--- config.mk ---
export PLATFORM = sky130hd
export DESIGN_NAME = mem_tx_dma
export DESIGN_NICKNAME = d
export VERILOG_FILES = /design/src/rtl/dma_tx_pkg.sv /design/src/rtl/dma_tx_read_issuer.sv /design/src/rtl/dma_tx_word_buf.sv /design/src/rtl/dma_tx_beat_sender.sv /design/src/rtl/mem_tx_dma.sv
export SDC_FILE = /design/constraint.sdc
export NUM_CORES = 1
export LEC_CHECK = 0
export BUFFER_PORTS_ARGS = -buffer_cell sky130_fd_sc_hd__buf_4
export CORE_ASPECT_RATIO = 1.1
export CORE_MARGIN = 1
export CORE_UTILIZATION = 51
export CTS_BUF_LIST = sky130_fd_sc_hd__clkbuf_16
export DETAILED_ROUTE_END_ITERATION = 7
export PLACE_DENSITY = 0.76
export SETUP_SLACK_MARGIN = 0.05
export SLEW_MARGIN = 25
export SYNTH_ARGS = -nofsm -noshare
export SYNTH_HDL_FRONTEND = slang
export SYNTH_SLANG_ARGS = --single-unit
--- constraint.sdc ---
create_clock -name clk -period 2.6 [get_ports clk]
set_clock_uncertainty 0.15 [all_clocks]
set_input_delay 0.26 -clock clk [delete_from_list [all_inputs] [get_ports clk]]
set_output_delay 0.26 -clock clk [all_outputs]
set_load 0.1 [all_outputs]
--- src/rtl/dma_tx_pkg.sv ---
package dma_tx_pkg;

  typedef enum logic {ST_IDLE = 1'b0, ST_BUSY = 1'b1} dma_state_e;

  localparam int unsigned WORD_BYTES = 4;

  function automatic logic [31:0] step_addr(input logic [31:0] a);
    return a + 32'(WORD_BYTES);
  endfunction

  function automatic logic may_issue(input int unsigned held,
                                     input int unsigned inflight,
                                     input int unsigned depth);
    return (held + inflight) < depth;
  endfunction

endpackage

--- src/rtl/dma_tx_read_issuer.sv ---
module dma_tx_read_issuer
  import dma_tx_pkg::*;
#(
  parameter int ADDR_W = 32,
  parameter int LEN_W  = 16,
  parameter int CNT_W  = 3,
  parameter int DEPTH  = 4
) (
  input  logic              clk,
  input  logic              rst_n,
  input  logic              launch,
  input  logic [ADDR_W-1:0] src,
  input  logic [LEN_W-1:0]  len,
  input  logic [CNT_W-1:0]  held,
  input  logic              rvalid,
  input  logic              mem_wait,
  output logic              mem_rd,
  output logic [ADDR_W-1:0] mem_addr,
  output logic [CNT_W-1:0]  inflight
);

  logic [LEN_W-1:0]  reads_left;
  logic [ADDR_W-1:0] addr_q;
  logic              accept;

  assign mem_rd   = (reads_left != '0) &&
                    may_issue(32'(held), 32'(inflight), 32'(DEPTH));
  assign accept   = mem_rd & ~mem_wait;
  assign mem_addr = addr_q;

  always_ff @(posedge clk or negedge rst_n) begin
    if (!rst_n) begin
      reads_left <= '0;
      addr_q     <= '0;
      inflight   <= '0;
    end else begin
      if (launch) begin
        reads_left <= len;
        addr_q     <= src;
      end else if (accept) begin
        reads_left <= reads_left - 1'b1;
        addr_q     <= ADDR_W'(step_addr(32'(addr_q)));
      end
      case ({accept, rvalid})
        2'b10:   inflight <= inflight + 1'b1;
        2'b01:   inflight <= inflight - 1'b1;
        default: inflight <= inflight;
      endcase
    end
  end

endmodule

--- src/rtl/dma_tx_word_buf.sv ---
module dma_tx_word_buf #(
  parameter int W     = 32,
  parameter int DEPTH = 4,
  parameter int CNT_W = 3
) (
  input  logic             clk,
  input  logic             rst_n,
  input  logic             push,
  input  logic [W-1:0]     wdata,
  input  logic             pop,
  output logic [W-1:0]     rdata,
  output logic [CNT_W-1:0] count,
  output logic             empty,
  output logic             full
);

  localparam int PTR_W = (DEPTH > 1) ? $clog2(DEPTH) : 1;

  logic [W-1:0]     slot [DEPTH];
  logic [PTR_W-1:0] wr_ptr, rd_ptr;

  function automatic logic [PTR_W-1:0] bump(input logic [PTR_W-1:0] p);
    return (32'(p) == DEPTH - 1) ? '0 : p + 1'b1;
  endfunction

  assign empty = (count == '0);
  assign full  = (32'(count) == DEPTH);
  assign rdata = slot[rd_ptr];

  always_ff @(posedge clk) begin
    if (push) slot[wr_ptr] <= wdata;
  end

  always_ff @(posedge clk or negedge rst_n) begin
    if (!rst_n) begin
      wr_ptr <= '0;
      rd_ptr <= '0;
      count  <= '0;
    end else begin
      if (push) wr_ptr <= bump(wr_ptr);
      if (pop)  rd_ptr <= bump(rd_ptr);
      case ({push, pop})
        2'b10:   count <= count + 1'b1;
        2'b01:   count <= count - 1'b1;
        default: count <= count;
      endcase
    end
  end

endmodule

--- src/rtl/dma_tx_beat_sender.sv ---
module dma_tx_beat_sender #(
  parameter int DATA_W = 32,
  parameter int LEN_W  = 16
) (
  input  logic              clk,
  input  logic              rst_n,
  input  logic              run,
  input  logic              launch,
  input  logic [DATA_W-1:0] dest,
  input  logic [LEN_W-1:0]  len,
  input  logic              buf_empty,
  input  logic [DATA_W-1:0] buf_word,
  input  logic              net_full,
  output logic              buf_pop,
  output logic              net_we,
  output logic              net_addr_flag,
  output logic [DATA_W-1:0] net_data,
  output logic              finish
);

  logic             addr_pending;
  logic [LEN_W-1:0] data_left;
  logic             slot_free, load_addr, load_data;

  assign slot_free = ~net_we | ~net_full;
  assign load_addr = run & addr_pending & slot_free;
  assign load_data = run & ~addr_pending & slot_free & ~buf_empty & (data_left != '0);
  assign buf_pop   = load_data;
  assign finish    = run & ~addr_pending & (data_left == '0) & slot_free;

  always_ff @(posedge clk or negedge rst_n) begin
    if (!rst_n) begin
      addr_pending  <= 1'b0;
      data_left     <= '0;
      net_we        <= 1'b0;
      net_addr_flag <= 1'b0;
      net_data      <= '0;
    end else if (launch) begin
      addr_pending <= 1'b1;
      data_left    <= len;
    end else begin
      if (load_addr) begin
        addr_pending  <= 1'b0;
        net_we        <= 1'b1;
        net_addr_flag <= 1'b1;
        net_data      <= dest;
      end else if (load_data) begin
        data_left     <= data_left - 1'b1;
        net_we        <= 1'b1;
        net_addr_flag <= 1'b0;
        net_data      <= buf_word;
      end else if (slot_free) begin
        net_we        <= 1'b0;
      end
    end
  end

endmodule

--- src/rtl/mem_tx_dma.sv ---
module mem_tx_dma
  import dma_tx_pkg::*;
#(
  parameter int DATA_W    = 32,
  parameter int ADDR_W    = 32,
  parameter int LEN_W     = 16,
  parameter int BUF_DEPTH = 4
) (
  input  logic              clk,
  input  logic              rst_n,
  input  logic              cfg_start,
  input  logic [4:0]        cfg_cmd,
  input  logic [DATA_W-1:0] cfg_dest,
  input  logic [ADDR_W-1:0] cfg_src,
  input  logic [LEN_W-1:0]  cfg_len,
  output logic              tx_done,
  output logic [ADDR_W-1:0] mem_addr,
  output logic              mem_rd,
  input  logic [DATA_W-1:0] mem_rdata,
  input  logic              mem_wait,
  input  logic              mem_rvalid,
  output logic              net_we,
  output logic              net_addr_flag,
  output logic [DATA_W-1:0] net_data,
  output logic [4:0]        net_cmd,
  input  logic              net_full
);

  localparam int CNT_W = $clog2(BUF_DEPTH + 1);

  dma_state_e        state;
  logic [4:0]        cmd_q;
  logic [DATA_W-1:0] dest_q;
  logic              launch, run, finish;

  // named internal events, observed by the bound checker
  logic              fifo_push, fifo_pop, fifo_empty, fifo_full_w;
  logic [CNT_W-1:0]  fifo_count, rd_outstanding;
  logic [DATA_W-1:0] fifo_word;

  assign run       = (state == ST_BUSY);
  assign launch    = cfg_start & ~run;
  assign tx_done   = ~run;
  assign net_cmd   = cmd_q;
  assign fifo_push = mem_rvalid;

  always_ff @(posedge clk or negedge rst_n) begin
    if (!rst_n) begin
      state  <= ST_IDLE;
      cmd_q  <= '0;
      dest_q <= '0;
    end else if (launch) begin
      state  <= ST_BUSY;
      cmd_q  <= cfg_cmd;
      dest_q <= cfg_dest;
    end else if (finish) begin
      state  <= ST_IDLE;
    end
  end

  dma_tx_read_issuer #(
    .ADDR_W(ADDR_W), .LEN_W(LEN_W), .CNT_W(CNT_W), .DEPTH(BUF_DEPTH)
  ) u_issue (
    .clk(clk), .rst_n(rst_n), .launch(launch), .src(cfg_src), .len(cfg_len),
    .held(fifo_count), .rvalid(mem_rvalid), .mem_wait(mem_wait),
    .mem_rd(mem_rd), .mem_addr(mem_addr), .inflight(rd_outstanding)
  );

  dma_tx_word_buf #(
    .W(DATA_W), .DEPTH(BUF_DEPTH), .CNT_W(CNT_W)
  ) u_buf (
    .clk(clk), .rst_n(rst_n), .push(fifo_push), .wdata(mem_rdata),
    .pop(fifo_pop), .rdata(fifo_word), .count(fifo_count),
    .empty(fifo_empty), .full(fifo_full_w)
  );

  dma_tx_beat_sender #(
    .DATA_W(DATA_W), .LEN_W(LEN_W)
  ) u_send (
    .clk(clk), .rst_n(rst_n), .run(run), .launch(launch), .dest(dest_q),
    .len(cfg_len), .buf_empty(fifo_empty), .buf_word(fifo_word),
    .net_full(net_full), .buf_pop(fifo_pop), .net_we(net_we),
    .net_addr_flag(net_addr_flag), .net_data(net_data), .finish(finish)
  );

endmodule

==> qor.txt, run 1 <==
Worst path required time = 2900 ps
Net Count, Synth = 1083
P_leak = 6.615 nW
Worst Path Max Fanout = 18
Insertion delay to the later sink of the worst-skew pair = 530 ps
Routed vias/inst = 5.581
Status = finished, final reports clean
Reg2Reg Launch Point = u_buf.count[2]
R2R Path End = u_issue.mem_addr[23]
Max clock buf depth = 3
DR DRC count = 0
Top cell type's share of synthesized area = 0.3200
Synthesized area = 12010 um2
Peak supply drop = 0.8912 mV
Synth Flop Type = dfrtp_1
Share of layout cells above drive strength 1 = 0.2595
Num CTS Buffers = 28
Post-synth EDFFs = 128
CP Launch Type = flop
R2R setup slack = 130 ps
Synthesis-to-layout area growth = 34.26%
CTS root buffer = clkbuf_16
Antenna violations before repair = 0
I/O pin cnt = 196
Slew @ Worst Pin = 681.1 ps
Initial DRC count = 456
Core area = 23000 um2
Largest net degree at the start of global routing = 66
ANT nets after route = 0
Syn Area/Cell = 12.71 um2
Gr usage total = 0.2483
Mapped Cells = 945
Port buffer count = 195
First-pass GRT wire length = 46880 um
Max Cap Viol = 0
Register area share after synthesis = 0.6263
Die ar. = 24170 um2
CTS H-tree lvls = 1
Slew Limit Fails = 0
Starting Density = 0.5221
Hpwl dp = 18320 um
Final Hold Violating Endpoints = 0
Async set-reset flop share out of synthesis = 0.5345
Clock slew at reported path FFs = 60 ps
FF+latch count, synth = 275
Main area contributors after synthesis = edfxtp_1 32%, dfrtp_1 31%, mux4_2 6.0%
Placer Congestion = 0.8644
Dominant cell type by area after synthesis = edfxtp_1
Total Nets Final = 1407
Final setup vio count = 0
Die extent in y = 163.0 um
Setup slack at placement = 54.20 ps
RSZ-0062 raised after global routing = true
Wire length per cell = 18.72 um
Die Wd = 148.3 um
Rows = 58
Critical Path AT = 2770 ps
Vias = 8879
Synth Warn # = 0
Power per cell area = 1222 nW/um2
DRT Pass-1 Iters = 5
Setup Crit Path Kind = flop to flop
Hold Path Class = input port to asynchronous set/reset pin
CP Capture Type = flop
Grt ovf = 0
Worst Setup Slack, final = 127.1 ps
Clock sinks = 275
Worst R2R Path Depth = 7
CP endpoint = u_issue.mem_addr[23]
Post-layout min period = 2473 ps
Setup TNS = 0 ps
Post-route clock period utilization = 0.9511
Yosys cell types = 60
Final wirelength = 29780 um
Ant. Diodes = 0
CTS tree = yes
CP startpoint = u_buf.count[2]
Peak Freq = 404.4 MHz
Slew headroom = 0.5459
Number of global-route vias before repair = 9059
## power breakdown
group	internal (mW)	switching, mW	leakage [nW]
combinational	2.68	6.12	3.24
sequential	5.89	0.933	2.90
clock	2.43	1.66	0.472
total	11.0	8.71	6.61
## cell usage in the layout (no fill, tap or decap), types with 3 or more instances in the layout
cell type and count:
buf_4 215, nand2_1 156, dfrtp_1 145, edfxtp_1 128
dlygate4sd3_1 120, nor2_1 70, a21oi_1 51, mux2i_1 35
mux4_2 32, clkbuf_16 31, o21ai_0 28, xor2_1 27
a31oi_1 24, inv_1 20, or3_1 17, nand3_1 15
or4_1 13, o31ai_1 12, ha_1 11, and3_1 10
nand4_1 9, xnor2_1 9, nor4_1 8, nor3_1 8
o2111ai_1 8, clkinv_1 8, o211ai_1 7, buf_12 7
and2_2 5, and4_1 3, or2_2 3, clkinvlp_4 3
bufinv_16 3
## how the worst min path moves through the flow
stage	from	end	slack, ps	cells after the start
detailed placement	rst_n	u_issue.mem_addr[2]	150	1
global placement	rst_n	u_issue.mem_addr[2]	160	1
finish	rst_n	u_issue.mem_addr[2]	150	2
CTS	rst_n	u_issue.mem_addr[2]	170	2
global route	rst_n	u_issue.mem_addr[2]	180	2
floorplan	rst_n	dest_q[0]	-190	0
## critical path, cell delays in order (launching register included)
cell	delay, ps
dfrtp_1	410
ha_1	240
nor4_2	300
and2_4	230
buf_12	160
o211ai_4	160
or4b_1	550
a31oi_1	190
## state kept, by name, indices dropped and copies added (netlist names), 2 cells and up
| register | flops |
|---|---|
| dest_q | 32 |
| u_issue.inflight | 3 |
| u_buf.slot | 128 |
| u_send.data_left | 16 |
| u_issue.mem_addr | 32 |
| u_buf.count | 3 |
| u_buf.rd_ptr | 2 |
| net_cmd | 5 |
| u_issue.reads_left | 16 |
| u_send.net_data | 32 |
| u_buf.wr_ptr | 2 |
## final cells by class
type / instances / area [um2]
multi-input combinational: 604 / 4242
clock buffer: 31 / 775.7
timing repair buffer: 343 / 2967
inverter: 17 / 63.81
clock inverter: 21 / 175.2
fill: 1517 / 6879
sequential: 275 / 7527
tap: 300 / 375.4
## per-stage QoR
step | power, mW | area, um2 | cells | utilization | hold WS, ps
after floorplan | 13.35 | 12050 | 945 | - | -185.6
after global placement | 15.29 | 13940 | 1416 | 0.6059 | 156.3
after detailed placement | 15.47 | 13940 | 1416 | 0.6059 | 151.9
after CTS | 19.74 | 16090 | 1588 | 0.6995 | 169.4
after global routing | 20.59 | 16130 | 1591 | 0.7010 | 179.6
final | 19.71 | 16130 | 1591 | 0.7010 | 152.2
## layer usage
metal / global-route usage / vias to the layer above / part of all wire
met4: 0.05389 / 0 / 0.014
met3: 0.04286 / 45 / 0.065
met1: 0.3222 / 4406 / 0.41
met2: 0.4364 / 321 / 0.51
met5: 0 / - / 0
li1: - / 4107 / -
## logic make-up (layout without fill, tap and decap cells)
kind of cell	Yosys count	count (layout)	share of synthesized area
AOI/OAI and AO/OA	146	146	0.07938
xor gates and xnor gates	36	36	0.02625
adders and majority gates	15	15	0.01688
buffers and inverters	66	412	0.02594
DFF	275	275	0.6263
muxes	68	68	0.09011
and+or+nand+nor	339	339	0.1351
## cell usage after synthesis (2+ instances only)
cell,count
nor4_1,9
o2111ai_2,2
nor3_1,8
and4_1,3
mux2i_1,35
and3_1,10
nand2_1,157
or3_1,17
o211ai_1,7
o2111ai_1,8
edfxtp_1,128
a2111oi_2,2
o211ai_4,2
o31ai_1,12
buf_4,2
inv_1,16
ha_1,13
nand2b_1,2
o21ai_0,28
buf_6,4
clkbuf_1,33
xor2_1,27
nand3_1,16
buf_2,8
dfrtp_1,147
and2_1,7
or2_2,3
a31oi_1,24
or4_1,13
o21ai_1,2
nand2_2,2
nand4_1,9
xnor2_1,9
a21oi_1,52
nor4_2,2
nor2_1,70
fa_1,2
mux4_2,32
## what timing repair did
action	CTS	global route
setup endpoints to repair	2	8
gates resized for setup	2	3
pin swaps	0	3
hold buffers	120	0
setup buffers	0	3
endpoints found under the hold margin	295	0
No activity file was read; power rests on OpenSTA's default activity.
==> run 2: changes to the inputs <==
- ABC_AREA: unset -> 1
- CORE_UTILIZATION: 51 -> 52
- PLACE_DENSITY: 0.76 -> 0.77
==> run 2 against run 1 <==
Net effect:
- largest cell class unchanged
- synthesized area rose by 9.3%
- die area increased by 7.1%
- non-clock buffer count is 4 lower
- flip-flop and latch count did not move
- combinational power grew 37%
- sequential share of layout area is 2.7 points lower
==> qor.txt, run 2 <==
Top reg by flops = u_buf.slot
P_int = 11.82 mW (+7.5%)
Storage element area = 7526 um2 (about the same)
R2R setup slack = 230 ps (+100 ps)
Main area contributors after synthesis = edfxtp_1 29%, dfrtp_1 28%, nand2_1 20%
Final setup vio count = 0 (unchanged)
Multi-input logic area = 5030 um2 (+19%)
Critical-path cell with the highest stage delay = dfrtp_1
Reg power frac = 0.304 (-0.042)
CTS tree = yes
Largest net degree at the start of global routing = 109 (+65%)
Mapped Cells = 1552 (+64%)
Syn Area/Cell = 8.456 um2 (-33%)
Insertion delay to the later sink of the worst-skew pair = 540 ps (about the same)
Grt ovf = 0 (unchanged)
Starting Density = 0.5330 (+0.01090)
Port buffer count = 195 (unchanged)
Dominant cell type by area after synthesis = edfxtp_1
DR DRC count = 0 (unchanged)
FF+latch count, synth = 275 (unchanged)
Fillcell total = 1871 (+23%)
Final wirelength = 35290 um (+19%)
Synthesis-to-layout area growth = 30.50%
Synth Warn # = 0 (unchanged)
Commonest non-fill, non-tap cell in the layout = nand2_1
Cell Area, Placed = 14920 um2 (+7.0%)
Register area share after synthesis = 0.5732 (-0.05314)
Power per cell area = 1374 nW/um2 (+12%)
Post-layout min period = 2432 ps (-40.50 ps)
First-pass GRT wire length = 57130 um (+22%)
Non-filler cells, final = 2188 (+38%)
Gr usage total = 0.2754 (+0.02708)
CTS H-tree lvls = 1 (unchanged)
Die extent in y = 168.6 um (+3.5%)
Hold Path Class = input port to flop
Number of global-route vias before repair = 11530 (+27%)
Worst path required time = 2190 ps (-710 ps)
Clock slew at reported path FFs = 60 ps (about the same)
Total Nets Final = 1992 (+42%)
Final Hold Violating Endpoints = 0 (unchanged)
Top delay family on crit path = flip-flops
Wire length per cell = 16.13 um (-14%)
Largest register FFs = 128 (unchanged)
Yosys cell types = 40 (-33%)
Finished Cell Area = 17130 um2 (+6.2%)
Setup Crit Path Kind = flop to output pin
Max Cap Viol = 0 (unchanged)
Clock group share of total power = 0.181 (-0.026)
CP Capture Type = output pin
CP peak stage delay = 400 ps (-150 ps)
Rows = 60 (+3.4%)
Num CTS Buffers = 28 (unchanged)
Core area = 24620 um2 (+7.0%)
DRT Pass-1 Iters = 6 (+1)
CTS root buffer = clkbuf_16
Status = finished, final reports clean
Async set-reset flop share out of synthesis = 0.5345 (unchanged)
Slew @ Worst Pin = 718.4 ps (+37.37 ps)
Most common library cells after synthesis = 702 x nand2_1, 147 x dfrtp_1, 132 x nor2_1, 128 x edfxtp_1, 107 x nand3_1
RSZ-0062 raised after global routing = true
WP buf/inv = 1 (unchanged)
Routed vias/inst = 5.328 (-4.5%)
Combinational share of power = 0.515 (+0.068)
Hpwl dp = 21830 um (+19%)
Setup TNS = 0 ps (unchanged)
Most common cell in the netlist = nand2_1
ANT nets after route = 0 (unchanged)
Most frequent cells in the layout = 702 x nand2_1, 212 x buf_4, 144 x dfrtp_1
Peak Freq = 411.1 MHz (+1.7%)
Top cell type's share of synthesized area = 0.2929 (-0.02716)
Die ar. = 25880 um2 (+7.1%)
Synthesized area = 13120 um2 (+9.3%)
Sw frac = 0.4977 (+0.05553)
Post-synth EDFFs = 128 (unchanged)
Antenna violations before repair = 3 (+3)
Slew headroom = 0.5210 (-0.02492)
Worst R2R Path Depth = 12 (+5)
Critical-path cell list = ha_1, nand2_1, nor2_1, nor2_1, a21boi_4, buf_8
Vias = 11660 (+31%)
Max clock buf depth = 3 (unchanged)
Die Wd = 153.5 um (+3.5%)
Initial DRC count = 957 (+110%)
Hold Crit Depth = 5
Slew Limit Fails = 0 (unchanged)
Share of layout cells above drive strength 1 = 0.1504 (-0.1091)
Net Count, Synth = 1690 (+56%)
Crit-path most repeated cell = nor2_1
Synth Flop Type = dfrtp_1
Worst Path Max Fanout = 3 (-15)
Sw Pwr = 11.71 mW (+34%)
Clock sinks = 275 (unchanged)
Peak supply drop = 1.377 mV (+55%)
Critical Path AT = 2020 ps (-750 ps)
Post-route clock period utilization = 0.9356 (-0.01558)
DP Cell Count = 2014 (+42%)
P_leak = 8.062 nW (+22%)
Crit. path cell count = 6 (-1)
CP Launch Type = flop
Placer Congestion = 0.9164 (+6.0%)
I/O pin cnt = 196 (unchanged)
Postcts setup bufs = 0 (unchanged)
[run 2: kinds of logic after synthesis]
group	count (synthesis)	synth area share
adder cells (fa/ha/maj)	15	0.01545
buffers and inverters	140	0.04567
AND/OR/NAND/NOR	976	0.2986
XOR/XNOR	16	0.01068
AO/OA/AOI/OAI	127	0.05415
multiplexers	3	0.002288
flip-flops	275	0.5732
[run 2: path summary, 6_finish.rpt]
path                                     start                    end
hold / removal                      cfg_len[6]  u_issue.reads_left[6]
min in group asynchronous                rst_n    u_issue.mem_addr[3]
hold reg to reg            u_issue.inflight[0]    u_issue.inflight[0]
max in group asynchronous                rst_n   u_issue.mem_addr[12]
setup / recovery                u_buf.count[1]                 mem_rd
setup reg to reg                           run         u_buf.count[2]
[run 2: metal layers]
| metal | routed length [um] | vias up | GRT usage | share of wire |
|---|---|---|---|---|
| met5 | 0 | - | 0 | 0 |
| met4 | 852 | 0 | 0.09348 | 0.024 |
| met3 | 2357 | 66 | 0.04071 | 0.067 |
| met2 | 17660 | 450 | 0.4870 | 0.50 |
| met1 | 14430 | 5524 | 0.3467 | 0.41 |
| li1 | - | 5617 | - | - |
[run 2: final cells by class]
| class | count | area share |
|---|---|---|
| clock buffers | 29 | 0.04237 |
| clock inverters | 22 | 0.01461 |
| flip-flops and latches | 275 | 0.4394 |
| well taps | 310 | 0.02265 |
| multi-input cells | 1137 | 0.2937 |
| diodes | 3 | 0.0004383 |
| inverters | 73 | 0.01636 |
| repair buffers | 339 | 0.1704 |
[run 2: timing repair]
item                                    4_1_cts  5_1_grt
endpoints found under the setup margin        0        2
hold endpoints to repair                    372        0
resized for setup                             0        5
hold buffers                                120        0
[run 2: through the flow]
step | total power, mW | util | setup WS, ps | hold WS (ps)
finish | 23.53 | 0.6955 | 167.6 | 21.82
global route | 24.96 | 0.6955 | 27.17 | 73.46
CTS | 23.45 | 0.6942 | 58.26 | 0.4509
detailed placement | 18.99 | 0.6057 | 244.2 | 8.801
global placement | 18.72 | 0.6057 | 280.4 | 6.309
floorplan | 16.05 | - | 159.9 | -185.6
[run 2: power groups by stage]
stage / registers, mW / logic [mW] / clock network, mW
2_1_floorplan: 10.6 / 5.48 / 0
3_3_place_gp: 7.13 / 11.6 / 0
3_5_place_dp: 7.18 / 11.8 / 0
4_1_cts: 7.12 / 12.0 / 4.32
5_1_grt: 7.31 / 13.2 / 4.48
6_report: 7.16 / 12.1 / 4.25
[run 2: worst reg2reg max path, stage by stage, from the launching register on]
cell,delay (ps)
dfrtp_1,380
inv_2,70
nor2_1,150
nand2_1,110
a31oi_4,170
nand2_4,110
inv_4,120
ha_1,150
inv_1,60
fa_1,380
a21oi_1,140
o21ai_0,110
xor2_1,150
==> run 3: changes to the inputs <==
- CAP_MARGIN: unset -> 10
- CORE_UTILIZATION: 52 -> 49
- PLACE_DENSITY: 0.77 -> 0.73
==> run 3 against run 2 <==
Net effect:
- die area is 6.0% higher
- global-route usage is 1.6 points lower
- non-clock buffer count is 1 higher
- hold slack better by 21 ps
- fmax is 0.64% higher
- combinational power hardly changed
- design area is 0.18% lower
- cell count is 2.0% higher
- sequential share of layout area is 0.077 points higher
- first-iteration DRC count is 9.4% lower
- utilization is 4.3 points lower
- clock power is 10% lower
- largest power group unchanged
==> qor.txt, run 3 (synthesized netlist as in run 2, its figures left out) <==
Die ar. = 27440 um2 (+6.0%)
Top reg by flops = u_buf.slot
Insertion delay to the later sink of the worst-skew pair = 560 ps (+20 ps)
First-pass GRT wire length = 56190 um (-1.7%)
Fillcell total = 2124 (+14%)
DR DRC count = 0 (unchanged)
Final wirelength = 34970 um (-0.91%)
Worst path required time = 2190 ps (about the same)
Slew Limit Fails = 0 (unchanged)
Largest register FFs = 128 (unchanged)
Min Hold Slack = 42.35 ps (+20.53 ps)
Initial DRC count = 867 (-9.4%)
Port buffer count = 195 (unchanged)
Total power = 23.12 mW (-1.7%)
Starting Density = 0.5005 (-0.03245)
I/O pin cnt = 196 (unchanged)
Peak Freq = 413.8 MHz (+0.64%)
P_leak = 7.988 nW (-0.91%)
CP Capture Type = output pin
Total Nets Final = 1993 (+0.050%)
Slew @ Worst Pin = 742.3 ps (+23.87 ps)
Hold Crit Depth = 5 (unchanged)
ANT nets after route = 0 (unchanged)
Setup Crit Path Kind = flop to output pin
Slew headroom = 0.5021 (-0.01897)
Grt ovf = 0 (unchanged)
Post-layout min period = 2417 ps (-15.54 ps)
Clock slew at reported path FFs = 60 ps (about the same)
Post-route clock period utilization = 0.9296 (-0.005979)
Core area = 26220 um2 (+6.5%)
DRT Pass-1 Iters = 5 (-1)
Vias = 11520 (-1.2%)
Max Cap Viol = 0 (unchanged)
Die Wd = 158.0 um (+3.0%)
Final Hold Violating Endpoints = 0 (unchanged)
Most frequent cells in the layout = 702 x nand2_1, 215 x buf_4, 144 x dfrtp_1
Worst Path Max Fanout = 3 (unchanged)
Rows = 62 (+3.3%)
Number of global-route vias before repair = 11420 (-0.98%)
Synthesis-to-layout area growth = 30.27%
Clock sinks = 275 (unchanged)
Commonest non-fill, non-tap cell in the layout = nand2_1
Wire length per cell = 15.68 um (-2.8%)
CTS tree = yes
Share of layout cells above drive strength 1 = 0.1550 (+0.004635)
Routed vias/inst = 5.165 (-3.1%)
Antenna violations before repair = 2 (-1)
Status = finished, final reports clean
CTS H-tree lvls = 1 (unchanged)
Critical Path AT = 2010 ps (about the same)
Hold Path Class = input port to flop
Max clock buf depth = 3 (unchanged)
Gr usage total = 0.2594 (-0.01596)
Largest net degree at the start of global routing = 74 (-32%)
Worst R2R Path Depth = 12 (unchanged)
RSZ-0062 raised after global routing = false
Num CTS Buffers = 28 (unchanged)
CTS root buffer = clkbuf_16
Peak supply drop = 0.9061 mV (-34%)
Setup TNS = 0 ps (unchanged)
CP Launch Type = flop
Power per cell area = 1352 nW/um2 (-1.6%)
Hpwl dp = 22290 um (+2.1%)
Die extent in y = 173.6 um (+3.0%)
Placer Congestion = 0.9263 (+1.1%)
Final setup vio count = 0 (unchanged)
[run 3: cell count changes in the layout (fill, tap and decap cells not counted), moves of 2 or more]
cell | previous run | this run
clkinv_1 | 6 | 9
bufinv_16 | 6 | 2
clkinvlp_2 | 0 | 3
clkinv_2 | 2 | 6
dlygate4sd3_1 | 120 | 118
buf_4 | 212 | 215
inv_1 | 75 | 68
[run 3: timing repair]
item,CTS,global route
gates resized for setup,2,8
hold buffers,118,0
endpoints found under the hold margin,374,0
setup buffers,0,2
endpoints found under the setup margin,1,3
pin swaps,0,1
[run 3: worst paths after layout]
path / slack, ps / to / startpoint
min in group asynchronous: 60 / u_issue.reads_left[15] / rst_n
max in group asynchronous: 1460 / u_send.net_data[22] / rst_n
setup reg to reg: 200 / u_issue.inflight[2] / u_issue.reads_left[0]
setup / recovery: 180 / mem_rd / u_buf.count[1]
hold / removal: 40 / u_send.data_left[6] / cfg_len[6]
hold reg to reg: 320 / u_issue.inflight[0] / u_issue.inflight[0]
[run 3: worst max-delay path, stage by stage (launching register included)]
cell      delay, ps
dfrtp_1         400
ha_1            300
nand2_1          70
nor2_1           40
nor2_2          150
a21boi_4        270
buf_12          200
[run 3: power by group]
part,internal [mW],total (mW),leakage [nW],switching [mW]
logic,3.20,12.1,4.59,8.93
registers,6.08,7.18,2.97,1.10
clock network,2.16,3.82,0.431,1.66
total,11.4,23.1,7.99,11.7
[run 3: cell type report]
class | instances | area (um2) | area share
clock inverters | 24 | 177.7 | 0.01039
flip-flops and latches | 275 | 7526 | 0.4402
well taps | 352 | 440.4 | 0.02576
diodes | 2 | 5.005 | 0.0002927
multi-input cells | 1137 | 5037 | 0.2946
repair buffers | 340 | 2927 | 0.1712
inverters | 73 | 282.8 | 0.01654
clock buffers | 28 | 700.7 | 0.04098
[run 3: stage by stage]
stage | worst slack (ps) | instances | utilization | cell area, um2
final | 183.1 | 2231 | 0.6520 | 17100
after global routing | 33.15 | 2231 | 0.6520 | 17100
after floorplan | 159.9 | 1552 | - | 13130
after CTS | 52.49 | 2227 | 0.6500 | 17040
after detailed placement | 153.2 | 2057 | 0.5711 | 14980
after global placement | 249.4 | 2057 | 0.5711 | 14980
[run 3: metal layers]
metal | vias up | global-route usage | wire length, um
li1 | 5625 | - | -
met1 | 5418 | 0.3313 | 14720
met2 | 399 | 0.4407 | 16750
met3 | 80 | 0.04625 | 2395
met4 | 0 | 0.08974 | 1100
met5 | - | 0 | 0
